## src/rtl/third_one_pkg.sv

```systemverilog
package third_one_pkg;

    // Run count of consecutive ones; the value 2'b11 is never entered.
    typedef enum logic [1:0] {
        CNT_ZERO    = 2'b00,
        CNT_ONE     = 2'b01,
        CNT_TWO     = 2'b10,
        CNT_ILLEGAL = 2'b11
    } ones_cnt_e;

    typedef struct packed {
        ones_cnt_e cnt;
        logic      res;
    } step_t;

    localparam logic RESET_OUT = 1'b0;

    // One accepted bit: new count and result bit.
    function automatic step_t advance(input ones_cnt_e cur, input logic sbit);
        step_t s;
        if (!sbit) begin
            s.cnt = CNT_ZERO;
            s.res = 1'b1;
        end else begin
            unique case (cur)
                CNT_ZERO: begin s.cnt = CNT_ONE;  s.res = 1'b0; end
                CNT_ONE:  begin s.cnt = CNT_TWO;  s.res = 1'b0; end
                CNT_TWO:  begin s.cnt = CNT_ZERO; s.res = 1'b1; end
                default:  begin s.cnt = CNT_ZERO; s.res = 1'b0; end
            endcase
        end
        return s;
    endfunction

endpackage

```

## src/rtl/third_one_next.sv

```systemverilog
module third_one_next
    import third_one_pkg::*;
(
    input  ones_cnt_e cnt_cur,
    input  logic      sbit,
    output step_t     nxt
);
    always_comb nxt = advance(cnt_cur, sbit);
endmodule

```

## src/rtl/third_one_regs.sv

```systemverilog
module third_one_regs
    import third_one_pkg::*;
(
    input  logic      clk,
    input  logic      rst,
    input  logic      load,
    input  step_t     nxt,
    output ones_cnt_e cnt_q,
    output logic      res_q
);
    always_ff @(posedge clk) begin
        if (rst) begin
            cnt_q <= CNT_ZERO;
            res_q <= RESET_OUT;
        end else if (load) begin
            cnt_q <= nxt.cnt;
            res_q <= nxt.res;
        end
    end
endmodule

```

## src/rtl/third_one_fsm.sv

```systemverilog
module third_one_fsm
    import third_one_pkg::*;
(
    input  logic clk,
    input  logic rst,
    input  logic din,
    input  logic din_vld,
    output logic dout
);
    ones_cnt_e run_q;
    step_t     step_nxt;

    third_one_next u_next (
        .cnt_cur (run_q),
        .sbit    (din),
        .nxt     (step_nxt)
    );

    third_one_regs u_regs (
        .clk   (clk),
        .rst   (rst),
        .load  (din_vld),
        .nxt   (step_nxt),
        .cnt_q (run_q),
        .res_q (dout)
    );
endmodule

```

## config.mk

```make
export PLATFORM = sky130hd
export DESIGN_NAME = third_one_fsm
export DESIGN_NICKNAME = d
export VERILOG_FILES = /design/src/rtl/third_one_pkg.sv /design/src/rtl/third_one_next.sv /design/src/rtl/third_one_regs.sv /design/src/rtl/third_one_fsm.sv
export SDC_FILE = /design/constraint.sdc
export NUM_CORES = 1
export LEC_CHECK = 0
export ABC_CLOCK_PERIOD_IN_PS = 1100
export CAP_MARGIN = 20
export CORE_AREA = 5 5 42 44
export DETAILED_ROUTE_END_ITERATION = 8
export DIE_AREA = 0 0 47 49
export GPL_TIMING_DRIVEN = 0
export MAX_ROUTING_LAYER = met4
export PLACE_DENSITY_LB_ADDON = 0.12
export REMOVE_ABC_BUFFERS = 1
export SYNTH_ARGS = -nofsm -noshare
export SYNTH_HDL_FRONTEND = slang
export SYNTH_SLANG_ARGS = --single-unit
```

## constraint.sdc

```tcl
create_clock -name clk -period 1.1 [get_ports clk]
set_input_delay 0.165 -clock clk [delete_from_list [all_inputs] [get_ports clk]]
set_output_delay 0.165 -clock clk [all_outputs]
set_load 0.01 [all_outputs]
```

==> impl_results.md <==
* Outcome: finished clean
* Post-synth top cells: dfxtp_1, nand2b_1, a21oi_1
* DRT antenna net count at 0
* Buf+Inv Stages, Crit Path at 1
* Largest net degree at the start of global routing at 7
* Number of clock sinks at 3
* GRT Total Usage at 3.54%
* Placed cells at 32
* Final setup viols at 0
* Startpoint types: register
* # Post-CTS Setup Buffers at 0
* DP HPWL at 221 um
* Fin crit share at 89.3%
* RSZ-0062 raised after global routing: no
* Cts hold-fix bufs at 0
* Full die area at 2300 um^2
* Pins Over Slew Limit at 0
* Layout Nets at 25
* HP Start: u_regs.res_q$_SDFFE_PP0P_
* Endpoints failing hold at 0
* Diodes inserted at 0
* Core ar. at 1400 um^2
* FILL cells at 178
* Delay-heaviest family, CP: flip-flops
* Worst reg2reg setup slack at 0.30 ns
* Top FF cell, synth: dfxtp_1
* Worst Clk Skew at 0.00286 ns
* Top-area cell type share of the netlist area at 49.5%
* Max Cap Violations at 0
* Final WL at 291 um
* Slowest cell on crit path: dfxtp_1
* Drt wl/cell at 8.08 um
* Worst setup EP type: output port
* Worst skew pair latency at 0.23 ns
* Initial DRC Count at 1
* Sequential area share after synthesis at 49.5%
* Area grow syn2layout at 70.1%
* Slew headroom at 85.8%
* Hold-critical path endpoint: u_regs.res_q$_SDFFE_PP0P_
* TritonCTS Buffers at 3
* Fraction of registers with async set/reset at 0%
* Clock tree buffer depth at 2
* Initial antenna violation count at 0
* Post-DR vias/cell at 3.25
* Post-route DRC at 0
* Number of synthesized flops with an enable pin at 0
* Critical Path RT at 0.94 ns
* Total grt overflow at 0
* H-Tree Level Count at 1
* Reg clk slew, reported paths at 0.03 ns
* Root Driver: clkbuf_4
* Hold Crit Depth at 2
* Setup CP Type: reg2out
* Dominant cells by area after synthesis: dfxtp_1, nand2b_1, nand4bb_1
* Crit-path max FO at 2
* Fin cells at 36
* Vias in the first global route at 130
* Pwr dens at 1640 nW/um^2
* Worst Setup SP: u_regs.res_q$_SDFFE_PP0P_
* Crit path largest cell delay at 0.32 ns
* Initial Util at 8.66%
* Global-route wire length before repair at 483 um
* Via count at 117
* Die Span Y at 49 um
* Flops & latches, synth at 3
* Ports at 5
* Cell type with the largest total area after synthesis: dfxtp_1
* Initial DRT Pass Iterations at 2
* Final min period at 0.982 ns
* Cells on worst reg2reg path at 2
* Leakage Power at 0.0698 nW
* GPL Wtd Cong at 0.526
* Synth Cell Area at 121 um^2
* Reg2reg start: u_regs.cnt_q[0]$_SDFFE_PP0P_
* Worst reg2reg endpoint: u_regs.res_q$_SDFFE_PP0P_
* I/O Buffers at 4
* Die Wd at 47 um
* CP Data Arrival Time at 0.82 ns
* Synthesized instance count at 12
* Row count at 14
* CTS tree: yes
* Fmax at 1.02 GHz
* Pre-CTS setup slack at -0.0484 ns
* Critical path cell sequence: dlygate4sd2_1
* Share of layout cells above drive strength 1 at 15.0%
* Hold WC Path Type: reg2reg
* Avg Inst Size Synth at 10.1 um^2
* Synth cell types at 7
* Worst-margin pin slew at 0.211 ns
* Final Worst Setup Slack at 0.118 ns
* VDD IR max at 0.000304 V
* Synthesis Warnings at 0
==> state kept, by name, indices dropped and copies added, names as in the netlist <==
register      count
u_regs.cnt_q      2
u_regs.res_q      1
==> worst max-delay path by stage <==
| stage | cells after the start | to | slack [ns] |
|---|---|---|---|
| 3_3_place_gp | 3 | u_regs.res_q$_SDFFE_PP0P_ | -0.07 |
| 5_1_grt | 1 | dout | 0.09 |
| 6_report | 1 | dout | 0.12 |
| 4_1_cts | 1 | dout | 0.1 |
| 2_1_floorplan | 2 | u_regs.res_q$_SDFFE_PP0P_ | 0.36 |
| 3_5_place_dp | 3 | u_regs.res_q$_SDFFE_PP0P_ | -0.05 |
==> through the flow <==
step	TNS (ns)	util, %	hold WS (ns)	instance area, um^2	power [mW]
5_1_grt	0	14.7	0.522	206	0.366
4_1_cts	0	14.7	0.498	206	0.353
3_5_place_dp	-0.0484	12.9	0.490	181	0.152
6_report	0	14.7	0.494	206	0.338
3_3_place_gp	-0.0707	12.9	0.493	181	0.152
2_1_floorplan	0	-	0.234	121	0.130
==> cells in the final DEF (no fill, tap or decap) <==
cell type	netlist	final
a311oi_1	1	1
nand4bb_1	1	1
clkdlybuf4s50_1	0	3
nand4b_1	1	1
dlygate4sd2_1	0	1
nand2b_1	3	3
a21oi_1	2	2
dfxtp_1	3	3
clkbuf_4	0	3
clkbuf_1	0	1
nor2_1	1	1
==> timing repair <==
item / in CTS / in global routing
endpoints found under the setup margin: 1 / 0
resized for setup: 1 / 0
endpoints found under the hold margin: 0 / 0
==> cells by family (layout without fill, tap and decap cells) <==
family | Yosys count | count (layout) | share of synthesized area (%)
flops | 3 | 3 | 49.5
compound gates | 3 | 3 | 15.5
buf+inv | 0 | 8 | 0
simple gates | 6 | 6 | 35.1
==> cell type report <==
type / instances / area (um^2) / share of cell area (%)
clock buffer: 4 / 26.3 / 12.7
multi-input combinational: 9 / 61.3 / 29.7
sequential: 3 / 60.1 / 29.1
tap: 16 / 20.0 / 9.70
timing repair buffer: 4 / 38.8 / 18.8
==> power by group <==
| part | internal (mW) | switching (mW) | total [mW] |
|---|---|---|---|
| Sequential | 0.115 | 0.00338 | 0.118 |
| Combinational | 0.0184 | 0.0109 | 0.0294 |
| Clock | 0.136 | 0.0549 | 0.191 |
| Total | 0.269 | 0.0692 | 0.338 |
==> layer usage <==
metal,up-vias,track usage (%),wire [um]
li1,60,-,-
met4,0,4.15,0
met1,54,3.52,130
met5,-,-,0
met2,3,3.39,126
met3,0,3.32,34
No activity file was read; power rests on OpenSTA's default activity.
